$ cat config.mk
export PLATFORM = sky130hd
export DESIGN_NAME = crypto_dma_seq
export DESIGN_NICKNAME = d
export VERILOG_FILES = /design/src/rtl/crypto_dma_seq.sv
export SDC_FILE = /design/constraint.sdc
export NUM_CORES = 1
export LEC_CHECK = 0
export BUFFER_PORTS_ARGS = -buffer_cell sky130_fd_sc_hd__clkbuf_2
export CORE_MARGIN = 4
export CORE_UTILIZATION = 50
export DETAILED_ROUTE_END_ITERATION = 6
export PLACE_DENSITY = 0.77
export SLEW_MARGIN = 20
export SYNTH_ARGS = -nofsm -noshare
export SYNTH_HDL_FRONTEND = slang
export SYNTH_SLANG_ARGS = --single-unit
$ cat constraint.sdc
create_clock -name clk -period 7.3 [get_ports clk]
set_input_delay 0 -clock clk [delete_from_list [all_inputs] [get_ports clk]]
set_output_delay 0 -clock clk [all_outputs]
set_load 0.02 [all_outputs]
$ cat src/rtl/crypto_dma_seq.sv
module crypto_dma_seq #(
  parameter int ADDR_W    = 32,
  parameter int LEN_W     = 16,
  parameter int BLK_WORDS = 4
) (
  input  logic              clk,
  input  logic              rst_n,
  input  logic              ks_sel,
  input  logic              ch0_go,
  input  logic [ADDR_W-1:0] ch0_addr,
  input  logic [LEN_W-1:0]  ch0_len,
  input  logic              ch1_go,
  input  logic [ADDR_W-1:0] ch1_addr,
  input  logic [LEN_W-1:0]  ch1_len,
  input  logic              eng_in_req,
  input  logic              eng_out_req,
  output logic              eng_in_ack,
  output logic              eng_out_ack,
  output logic              eng_data_done,
  output logic              m_req,
  output logic              m_write,
  output logic [ADDR_W-1:0] m_addr,
  input  logic              m_ack,
  output logic              ch0_busy,
  output logic              ch0_done,
  output logic              ch1_busy,
  output logic              ch1_done
);
  localparam int WCW = LEN_W - 2;
  localparam int BCW = $clog2(BLK_WORDS + 1);
  localparam logic [WCW-1:0] BLK_W = WCW'(BLK_WORDS);

  logic [ADDR_W-1:0] addr_q [2];
  logic [WCW-1:0]    left_q [2];
  logic [ADDR_W-1:0] addr_in [2];
  logic [LEN_W-1:0]  len_in [2];
  logic [BCW-1:0]    bsz [2];
  logic [1:0]        busy_q, done_q, ack_q, go_v;
  logic              in_burst, act, dd_q;
  logic [BCW-1:0]    bleft;
  logic              pend0, pend1, fire;

  assign addr_in[0] = ch0_addr;
  assign addr_in[1] = ch1_addr;
  assign len_in[0]  = ch0_len;
  assign len_in[1]  = ch1_len;
  assign go_v       = {ch1_go & ~ks_sel, ch0_go};

  assign pend0 = busy_q[0] & (ks_sel | eng_in_req);
  assign pend1 = busy_q[1] & eng_out_req & ~ks_sel;
  assign fire  = in_burst & m_ack;

  for (genvar i = 0; i < 2; i++) begin : g_ch
    logic hit, acc;
    logic [WCW-1:0] nwords;
    assign hit    = fire & (act == 1'(i));
    assign acc    = go_v[i] & ~busy_q[i];
    assign nwords = len_in[i][LEN_W-1:2];
    assign bsz[i] = (left_q[i] < BLK_W) ? BCW'(left_q[i]) : BCW'(BLK_WORDS);

    always_ff @(posedge clk) begin
      if (!rst_n) begin
        addr_q[i] <= '0;
        left_q[i] <= '0;
        busy_q[i] <= 1'b0;
        done_q[i] <= 1'b0;
        ack_q[i]  <= 1'b0;
      end else begin
        ack_q[i] <= 1'b0;
        if (acc) begin
          addr_q[i] <= addr_in[i];
          left_q[i] <= nwords;
          busy_q[i] <= (nwords != '0);
          done_q[i] <= (nwords == '0);
          ack_q[i]  <= 1'b1;
        end else if (hit) begin
          addr_q[i] <= addr_q[i] + ADDR_W'(4);
          left_q[i] <= left_q[i] - 1'b1;
          if (left_q[i] == WCW'(1)) begin
            busy_q[i] <= 1'b0;
            done_q[i] <= 1'b1;
            ack_q[i]  <= 1'b1;
          end else if (bleft == BCW'(1)) begin
            ack_q[i]  <= 1'b1;
          end
        end
      end
    end
  end

  always_ff @(posedge clk) begin
    if (!rst_n) begin
      in_burst <= 1'b0;
      act      <= 1'b0;
      bleft    <= '0;
      dd_q     <= 1'b0;
    end else begin
      dd_q <= fire & ~act & (left_q[0] == WCW'(1));
      if (!in_burst) begin
        if (pend1) begin
          in_burst <= 1'b1;
          act      <= 1'b1;
          bleft    <= bsz[1];
        end else if (pend0) begin
          in_burst <= 1'b1;
          act      <= 1'b0;
          bleft    <= bsz[0];
        end
      end else if (fire) begin
        bleft <= bleft - 1'b1;
        if (bleft == BCW'(1)) in_burst <= 1'b0;
      end
    end
  end

  assign m_req         = in_burst;
  assign m_write       = act;
  assign m_addr        = addr_q[act];
  assign eng_in_ack    = ack_q[0];
  assign eng_out_ack   = ack_q[1];
  assign eng_data_done = dd_q;
  assign ch0_busy      = busy_q[0];
  assign ch0_done      = done_q[0];
  assign ch1_busy      = busy_q[1];
  assign ch1_done      = done_q[1];
endmodule

==> results.tsv, run 1 <==
stage	metric	value	unit
outcome	outcome	finished, final reports clean	
die	initial_core_util	51.0	%
finish	layout.nets	988	
timing	setup_tns	0	ns
worst_setup_path	worstSetupPathType	reg2reg	
logic_synthesis	synth.avg_cell_area	9.72	um^2
grt	grt_pass1_vias	5977	
logic_synthesis	synth_edf_count	92	
clocking	cts_buffers	9	
logic_synthesis	synth_area_leaders	edfxtp_1, nand2_1, o21ai_0	
timing	setup_viol	0	
die	die_w	121	um
grt	grt_max_degree	45	
logic_synthesis	synth_seq_cells	105	
logic_synthesis	async_flop_share	0	%
logic_synthesis	synth_warnings	0	
logic_synthesis	synth_top_flop_cell	edfxtp_1	
timing	finalCritPeriodShare	29.0	%
logic_synthesis	synth_fp_nets	774	
clocking	cts_tree	yes	
power_and_ir_drop	ir_worst_vdd	170	uV
timing	maxSlewViolCount	0	
routing	routed_via_density	5.63	
place	io_buffer_count	140	
routing	drcViolationCount	0	
grt	antenna_found_initial	0	
finish	drive_above_1_share	24.1	%
worst_setup_path	crit_required	7.38	ns
routing	routed.top_layer	met4	
clocking	cts.path.max_buffers	2	
die	core	12600	um^2
finish	final_core_util	67.6	%
worst_setup_path	timing.critical_path.arrival	2.19	ns
routing	wl_per_cell	18.0	um
finish	num_antenna_cells	0	
grt	track_usage	25.9	%
die	dieArea	14700	um^2
logic_synthesis	yosys.area.top_type	edfxtp_1	
routing	dr.pass1.iters	7	
worst_setup_path	worst_setup_path_end_kind	register	
die	ios	145	
routing	finalWirelength	18900	um
finish	area_growth	32.6	%
logic_synthesis	synthDistinctLibCells	48	
worst_setup_path	path_cells	nor4_1 -> nand2b_1 -> nor4_1 -> xnor2_1 -> o21ai_0	
routing	vias	5925	
routing	met2_wirelength	9490	um
routing	drt_iter0_markers	501	
power_and_ir_drop	power_density	191	nW/um^2
power_and_ir_drop	p_leak	3.28	nW
routing	wl_met3	1210	um
clocking	insertion_delay	0.35	ns
logic_synthesis	synth_seq_area_share	47.0	%
timing	max_slew_margin	45.5	%
worst_setup_path	crit_top_cell	nor4_1	
clocking	clkSinkCount	105	
grt	grt_pass1_wl	30000	um
timing	max_freq	473	MHz
logic_synthesis	postSynthCellCount	662	
routing	final_antenna_net_count	0	
timing	finalHoldViolCount	0	
place	gp_congestion	0.866	
clocking	clkSlewWorstSetupHoldPaths	0.07	ns
grt	globalRouteOverflowTotal	0	
clocking	cts.htree.levels	3	
clocking	ctsResizeCount	0	
hold_path	min_path_type	in2reg	
logic_synthesis	synth.cell_area	6430	um^2
die	die-height	121	um
routing	met1Wirelength	7720	um
logic_synthesis	synth_top_area_share	42.9	%
worst_setup_path	cp_max_fo	5	
worst_setup_path	slowest_stage	nor4_1	
timing	tightest_slew	0.814	ns
place	hpwlAfterDp	12700	um
timing	skew	0.00694	ns
timing	min_period	2.11	ns
die	rows	41	
worst_setup_path	worstSetupStartpointType	register	
flow_run	drv_cap	0	
timing	rsz0062_at_grt	no	
clocking	cts_root_buf	clkbuf_16	
worst_setup_path	cp_slowest_stage_delay	0.69	ns
Yosys cell counts, drive strengths merged (6+ instances only):
master and instances:
a21oi 11, a22oi 8, and2 7, and3 11, and4 6, clkbuf 24
dfxtp 13, edfxtp 92, ha 8, inv 13, mux2 31, nand2 116
nand3 31, nand4 18, nor2 43, nor3 11, nor4 22, o21ai 81
xnor2 38, xor2 39
per-stage QoR:
| stage | setup WS (ns) | hold slack, ns | std cells | total power, mW | instance area [um^2] |
|---|---|---|---|---|---|
| floorplan | 4.87 | 0.185 | 662 | 0.916 | 6430 |
| global placement | 5.06 | 0.278 | 953 | 1.01 | 7300 |
| detailed placement | 4.92 | 0.280 | 953 | 1.02 | 7300 |
| CTS | 4.89 | 0.000413 | 1052 | 1.62 | 8500 |
| global route | 4.97 | 0.0282 | 1053 | 1.69 | 8530 |
| finish | 5.19 | 0.00526 | 1053 | 1.63 | 8530 |
worst paths after layout:
kind | start | endpoint | slack [ns] | depth (start not counted)
max | left_q[1][8] | left_q[1][13] | 5.19 | 5
min | ch1_addr[5] | addr_q[1][5] | 0.005 | 3
max reg2reg | left_q[1][8] | left_q[1][13] | 5.19 | 5
min reg2reg | ch1_busy | ch1_busy | 0.50 | 2
timing repair:
action,in CTS,in global routing
hold endpoints to repair,83,0
setup buffers,0,0
hold buffers,83,0
layer usage:
metal	vias to the layer above	GRT usage, %
met5	-	0
met4	0	8.40
met3	42	4.48
met2	239	45.6
met1	2801	32.2
li1	2843	-
where the power goes:
| group | internal [mW] | switching (mW) |
|---|---|---|
| Clock | 0.350 | 0.228 |
| Combinational | 0.130 | 0.148 |
| Sequential | 0.708 | 0.0616 |
layout make-up:
type | instances | area [um^2]
clock inverters | 3 | 43.8
inverters | 13 | 48.8
flip-flops and latches | 105 | 3020
well taps | 172 | 215
clock buffers | 13 | 325
fillers | 992 | 4090
multi-input cells | 518 | 3280
repair buffers | 229 | 1590
cell usage in the layout (no fill, tap or decap), types with 6 or more instances in the layout:
master         count
and3_1            11
a21oi_1           11
clkbuf_2         140
xor2_1            39
mux2_2            31
xnor2_1           38
edfxtp_1          92
nor2_1            41
a22oi_1            8
nor3_1            11
ha_1               8
nand3_1           25
nand4_1           17
nand2_1          116
and2_1             6
nor4_1            17
clkbuf_16         13
dfxtp_1           13
o21ai_0           79
inv_1             13
dlygate4sd3_1     83
registers in the layout, summed over array words and instances (netlist names), named ones only:
name / cells
eng_data_done: 1
left_q: 28
eng_in_ack: 1
eng_out_ack: 1
bleft: 3
m_req: 1
ch0_busy: 1
addr_q: 64
ch0_done: 1
ch1_done: 1
m_write: 1
ch1_busy: 1
logic make-up after synthesis:
logic type / Yosys count / synth area share, %
compound gates: 117 / 10.2
xor+xnor: 77 / 10.5
fa+ha+maj: 8 / 1.56
buf+inv: 39 / 2.31
flops: 105 / 47.0
mux: 33 / 5.74
simple gates: 283 / 22.8
worst max-delay path, delay by kind of cell (launching register included):
family | cells | cell delay (ns)
simple gates | 3 | 1.15
flops | 1 | 0.43
xor+xnor | 1 | 0.16
compound gates | 1 | 0.09
(Power assumes the default switching activity.)
==> run 2, diff against run 1 <==
==> constraint.sdc (replaced) <==
create_clock -name clk -period 2 [get_ports clk]
set_input_delay 0 -clock clk [delete_from_list [all_inputs] [get_ports clk]]
set_output_delay 0 -clock clk [all_outputs]
set_load 0.02 [all_outputs]
==> run 2 against run 1 <==
Net effect: design area grew 2.9%; via count up 4.1%; setup slack worse by 5.1 ns; sequential share of layout area down 0.99 points; flip-flop and latch count did not move; power grew to 3.5 times the previous value; clock power rose to 3.1 times the previous value; utilization increased by 1.9 points; largest power group unchanged; first-iteration DRC count increased by 34%; hold slack better by 0.012 ns.
==> results.tsv, run 2 (same netlist as run 1, synthesis figures left out) <==
stage	metric	value	unit
worst_setup_path	timing.critical_path.arrival	2.16	ns
hold_path	min_path_type	in2reg	
routing	final_antenna_net_count	0	
place	gp_congestion	0.907	
finish	final_common_cell	clkbuf_2	
routing	vias	6167	
timing	worst_slack	0.0480	ns
grt	grt_max_degree	45	
timing	holdWs	0.0171	ns
routing	routed.top_layer	met4	
routing	wl_per_cell	17.6	um
worst_setup_path	worstSetupPathType	reg2reg	
finish	area_growth	36.4	%
grt	grt_pass1_wl	29900	um
clocking	cts.htree.levels	3	
timing	max_freq	512	MHz
timing	finalHoldViolCount	0	
finish	final_cells	1089	
finish	layout.nets	1024	
timing	tightest_slew	0.585	ns
power_and_ir_drop	combPwrFrac	20.1	%
die	core	12600	um^2
outcome	outcome	finished, final reports clean	
power_and_ir_drop	swShare	29.5	%
die	die_w	121	um
place	hpwlAfterDp	13200	um
clocking	insertion_delay	0.36	ns
die	dieArea	14700	um^2
routing	drcViolationCount	0	
timing	setup_viol	0	
finish	seq_area	3020	um^2
place	dpl_cell_area	7580	um^2
timing	maxSlewViolCount	0	
clocking	cts_buffers	9	
finish	final_core_util	69.5	%
timing	rsz0062_at_grt	yes	
worst_setup_path	crit_required	2.20	ns
routing	met1Wirelength	7560	um
worst_setup_path	worst_setup_path_end_kind	register	
routing	met2_wirelength	9730	um
timing	min_period	1.95	ns
power_and_ir_drop	finalPower	5.67	mW
grt	track_usage	25.8	%
worst_setup_path	worstSetupStartpointType	register	
power_and_ir_drop	p_seq_share	48.8	%
clocking	cts.path.max_buffers	2	
clocking	clkSlewWorstSetupHoldPaths	0.08	ns
grt	grt_pass1_vias	6099	
finish	reg.largest.list	addr_q: 64 flops, left_q: 28 flops, bleft: 3 flops	
finish	largest-register	addr_q	
timing	setup_tns	0	ns
finish	n_fill_cell	949	
finish	largest_register_ffs	64	
place	io_buffer_count	140	
clocking	cts_tree	yes	
die	rows	41	
routing	routed_via_density	5.66	
timing	max_slew_margin	61.0	%
finish	layout_common_cells	clkbuf_2, nand2_1, edfxtp_1, dlygate4sd3_1, o21ai_0	
grt	globalRouteOverflowTotal	0	
timing	finalCritPeriodShare	97.6	%
die	die-height	121	um
finish	multi_input_area	3290	um^2
power_and_ir_drop	p_leak	3.43	nW
finish	drive_above_1_share	27.2	%
finish	final_area	8770	um^2
place	dp_cells	984	
routing	finalWirelength	19100	um
power_and_ir_drop	ir_worst_vdd	549	uV
finish	num_antenna_cells	0	
timing	skew	0.00967	ns
routing	wl_met3	1300	um
power_and_ir_drop	p_int	4.00	mW
power_and_ir_drop	power_density	646	nW/um^2
grt	antenna_found_initial	0	
power_and_ir_drop	p_sw	1.67	mW
routing	dr.pass1.iters	5	
routing	drt_iter0_markers	673	
power_and_ir_drop	power_frac_clock	31.1	%
die	initial_core_util	51.0	%
clocking	cts_root_buf	clkbuf_16	
clocking	clkSinkCount	105	
flow_run	drv_cap	0	
worst_setup_path	cp_max_fo	5	
die	ios	145	
place	preCtsSetupSlack	0.0554	ns
[run 2: cell count changes in the layout (fill, tap and decap cells not counted), sizes merged]
cell	delta
buf	+33
clkbuf	-4
inv	+4
dlygate4sd3	+3
bufinv	-1
clkinv	+1
[run 2: area by class of cell]
| class | count | area share (%) |
|---|---|---|
| multi-input combinational | 518 | 37.5 |
| sequential | 105 | 34.5 |
| timing repair buffer | 265 | 21.8 |
| clock buffer | 9 | 2.57 |
| tap | 172 | 2.45 |
| clock inverter | 7 | 0.699 |
| inverter | 13 | 0.556 |
[run 2: worst max-delay path, cell delays in order, from the launching register on]
cell,delay [ns]
edfxtp_1,0.44
nor4_4,0.38
nand3_2,0.18
or4_4,0.44
xor2_1,0.16
a211oi_2,0.20
[run 2: path summary, 6_finish.rpt]
check / slack [ns] / to / depth (start not counted) / start
worst min-delay path: 0.02 / addr_q[1][5] / 3 / ch1_addr[5]
worst max-delay path: 0.05 / left_q[1][9] / 5 / left_q[1][5]
worst min register to register: 0.54 / ch0_busy / 2 / ch0_busy
worst max register to register: 0.05 / left_q[1][9] / 5 / left_q[1][5]
[run 2: power groups by stage]
stage / logic, mW / clock network (mW) / registers [mW]
2_1_floorplan: 0.551 / 0 / 2.79
3_3_place_gp: 0.951 / 0 / 2.80
6_report: 1.14 / 1.77 / 2.77
4_1_cts: 1.11 / 1.79 / 2.76
5_1_grt: 1.23 / 1.88 / 2.79
3_5_place_dp: 0.976 / 0 / 2.81
[run 2: layer usage]
| metal | up-vias | track usage (%) |
|---|---|---|
| met5 | - | 0 |
| met4 | 0 | 9.52 |
| met3 | 53 | 5.55 |
| met2 | 278 | 44.8 |
| met1 | 2917 | 31.4 |
| li1 | 2919 | - |
[run 2: repair_timing]
item	CTS	global route
resized for setup	0	6
endpoints found under the setup margin	0	15
setup buffers	0	3
hold buffers	84	2
hold endpoints to repair	84	2
==> run 3, diff against run 2 <==
--- a/config.mk
+++ b/config.mk
@@ -9,7 +9,7 @@
 export CORE_MARGIN = 4
 export CORE_UTILIZATION = 50
 export DETAILED_ROUTE_END_ITERATION = 6
-export PLACE_DENSITY = 0.77
+export PLACE_DENSITY = 0.84
 export SLEW_MARGIN = 20
 export SYNTH_ARGS = -nofsm -noshare
 export SYNTH_HDL_FRONTEND = slang
==> run 3 against run 2 <==
Net effect: fmax is 1.7% lower; combinational power hardly changed; critical path depth increased by 1; non-clock buffer count is 7 higher; final cell count up 0.64%; clock power shrank 4%; via count grew 1.5%; count of clock-buffer cells in the layout grew 2; clock skew decreased by 0.0017 ns; setup slack worse by 0.034 ns; critical endpoint is now addr_q[1][20].
==> results.tsv, run 3 (same netlist as run 1, synthesis figures left out) <==
stage	metric	value	unit
grt	grt_pass1_wl	31700	um
clocking	cts.htree.levels	3	
flow_run	drv_cap	0	
finish	layout_common_cells	clkbuf_2, nand2_1, edfxtp_1, dlygate4sd3_1, o21ai_0	
clocking	clkSlewWorstSetupHoldPaths	0.07	ns
worst_setup_path	cp_slowest_stage_delay	0.44	ns
timing	tightest_slew	0.738	ns
routing	drt_iter0_markers	768	
routing	vias	6257	
outcome	outcome	finished, final reports clean	
timing	worst_slack	0.0137	ns
finish	final_core_util	69.7	%
finish	final_common_cell	clkbuf_2	
worst_setup_path	endpoint	addr_q[1][20]	
finish	multi_input_area	3290	um^2
finish	n_fill_cell	909	
clocking	insertion_delay	0.36	ns
power_and_ir_drop	power_density	638	nW/um^2
worst_setup_path	r2r-start	addr_q[1][2]	
hold_path	min_path_type	in2reg	
clocking	cts_buffers	9	
worst_setup_path	r2r_cells	6	
die	initial_core_util	51.0	%
worst_setup_path	timing.critical_path.arrival	2.09	ns
finish	largest_register_ffs	64	
timing	rsz0062_at_grt	yes	
finish	drive_above_1_share	27.1	%
worst_setup_path	crit_required	2.10	ns
finish	seq_area	3020	um^2
routing	final_antenna_net_count	0	
routing	wl_per_cell	18.1	um
timing	setup_viol	0	
timing	skew	0.00797	ns
die	die-height	121	um
worst_setup_path	cp-startpoint	addr_q[1][2]	
grt	grt_max_degree	45	
clocking	cts_root_buf	clkbuf_16	
timing	max_freq	503	MHz
worst_setup_path	cp_max_fo	5	
clocking	cts_tree	yes	
finish	largest-register	addr_q	
worst_setup_path	worstSetupPathType	reg2reg	
worst_setup_path	worstSetupStartpointType	register	
worst_setup_path	path_cells	ha_1 -> and3_1 -> nand4_1 -> nor4_1 -> xnor2_1 -> o21ai_0	
place	preCtsSetupSlack	0.0546	ns
finish	reg.largest.list	addr_q: 64 flops, left_q: 28 flops, bleft: 3 flops	
power_and_ir_drop	p_leak	3.46	nW
clocking	cts.path.max_buffers	2	
finish	layout.nets	1031	
grt	grt_pass1_vias	6423	
finish	final_cells	1096	
place	io_buffer_count	140	
finish	num_antenna_cells	0	
routing	drcViolationCount	0	
worst_setup_path	r2r_end	addr_q[1][20]	
grt	track_usage	27.4	%
die	ios	145	
die	die_w	121	um
routing	dr.pass1.iters	5	
worst_setup_path	rrSetupSlack	0.01	ns
place	dp_cells	992	
timing	finalCritPeriodShare	99.3	%
finish	area_growth	36.7	%
place	gp_congestion	0.902	
routing	finalWirelength	19800	um
die	rows	41	
grt	globalRouteOverflowTotal	0	
timing	min_period	1.99	ns
die	core	12600	um^2
die	dieArea	14700	um^2
clocking	clkSinkCount	105	
grt	antenna_found_initial	0	
routing	routed_via_density	5.71	
timing	finalHoldViolCount	0	
place	hpwlAfterDp	13000	um
timing	maxSlewViolCount	0	
power_and_ir_drop	ir_worst_vdd	661	uV
worst_setup_path	slowest_stage	edfxtp_1	
worst_setup_path	worst_setup_path_end_kind	register	
timing	max_slew_margin	50.7	%
[run 3: cell count changes in the layout (fill, tap and decap cells not counted), sizes merged]
| cell | delta |
|---|---|
| clkbuf | +2 |
| clkinvlp | +3 |
| inv | -5 |
| buf | +7 |
[run 3: report_power, final]
part / switching [mW] / internal, mW
logic: 0.604 / 0.543
registers: 0.184 / 2.58
clock network: 0.828 / 0.874
total: 1.62 / 4.00
[run 3: what timing repair did]
item	4_1_cts	5_1_grt
hold buffers	86	0
setup buffers	0	2
hold endpoints to repair	86	0
gates resized for setup	0	3
endpoints found under the setup margin	0	9
[run 3: per-layer routing]
layer  part of all wire [%]  vias up  GRT usage (%)
met4                    3.5        0           11.3
met2                     50      326           47.2
met1                     39     2956           33.0
met3                    7.5       59           6.20
li1                       -     2916              -
met5                      0        -              0
[run 3: area by class of cell]
| cell class | count | area share (%) |
|---|---|---|
| inverter | 13 | 0.555 |
| timing repair buffer | 272 | 22.1 |
| multi-input combinational | 518 | 37.4 |
| clock inverter | 5 | 0.356 |
| clock buffer | 11 | 2.76 |
| tap | 172 | 2.45 |
| sequential | 105 | 34.4 |
[run 3: how the worst min path moves through the flow]
| stage | to | startpoint | cells past startpoint | slack (ns) |
|---|---|---|---|---|
| 6_report | left_q[1][6] | ch1_len[8] | 3 | 0.02 |
| 5_1_grt | left_q[1][5] | ch1_len[7] | 3 | 0.04 |
| 4_1_cts | left_q[1][5] | ch1_len[7] | 3 | 0.005 |
| 3_5_place_dp | addr_q[0][7] | ch0_addr[7] | 3 | 0.28 |
| 3_3_place_gp | addr_q[0][7] | ch0_addr[7] | 3 | 0.27 |
| 2_1_floorplan | left_q[0][5] | ch0_len[7] | 1 | 0.19 |
[run 3: per-stage QoR]
| stage | instance area (um^2) | setup TNS, ns | hold slack (ns) | total power [mW] |
|---|---|---|---|---|
| 4_1_cts | 8770 | 0 | 0.00463 | 5.60 |
| 3_3_place_gp | 7630 | 0 | 0.275 | 3.76 |
| 3_5_place_dp | 7630 | 0 | 0.281 | 3.79 |
| 2_1_floorplan | 6440 | 0 | 0.185 | 3.34 |
| 5_1_grt | 8800 | -0.0775 | 0.0351 | 5.84 |
| 6_report | 8800 | 0 | 0.0154 | 5.62 |
[run 3: critical path: cells and delay by family (launching register included)]
family	cells	cell delay [ns]
flip-flops	1	0.44
adder cells (fa/ha/maj)	1	0.24
XOR/XNOR	1	0.17
AO/OA/AOI/OAI	1	0.09
AND/OR/NAND/NOR	3	0.80
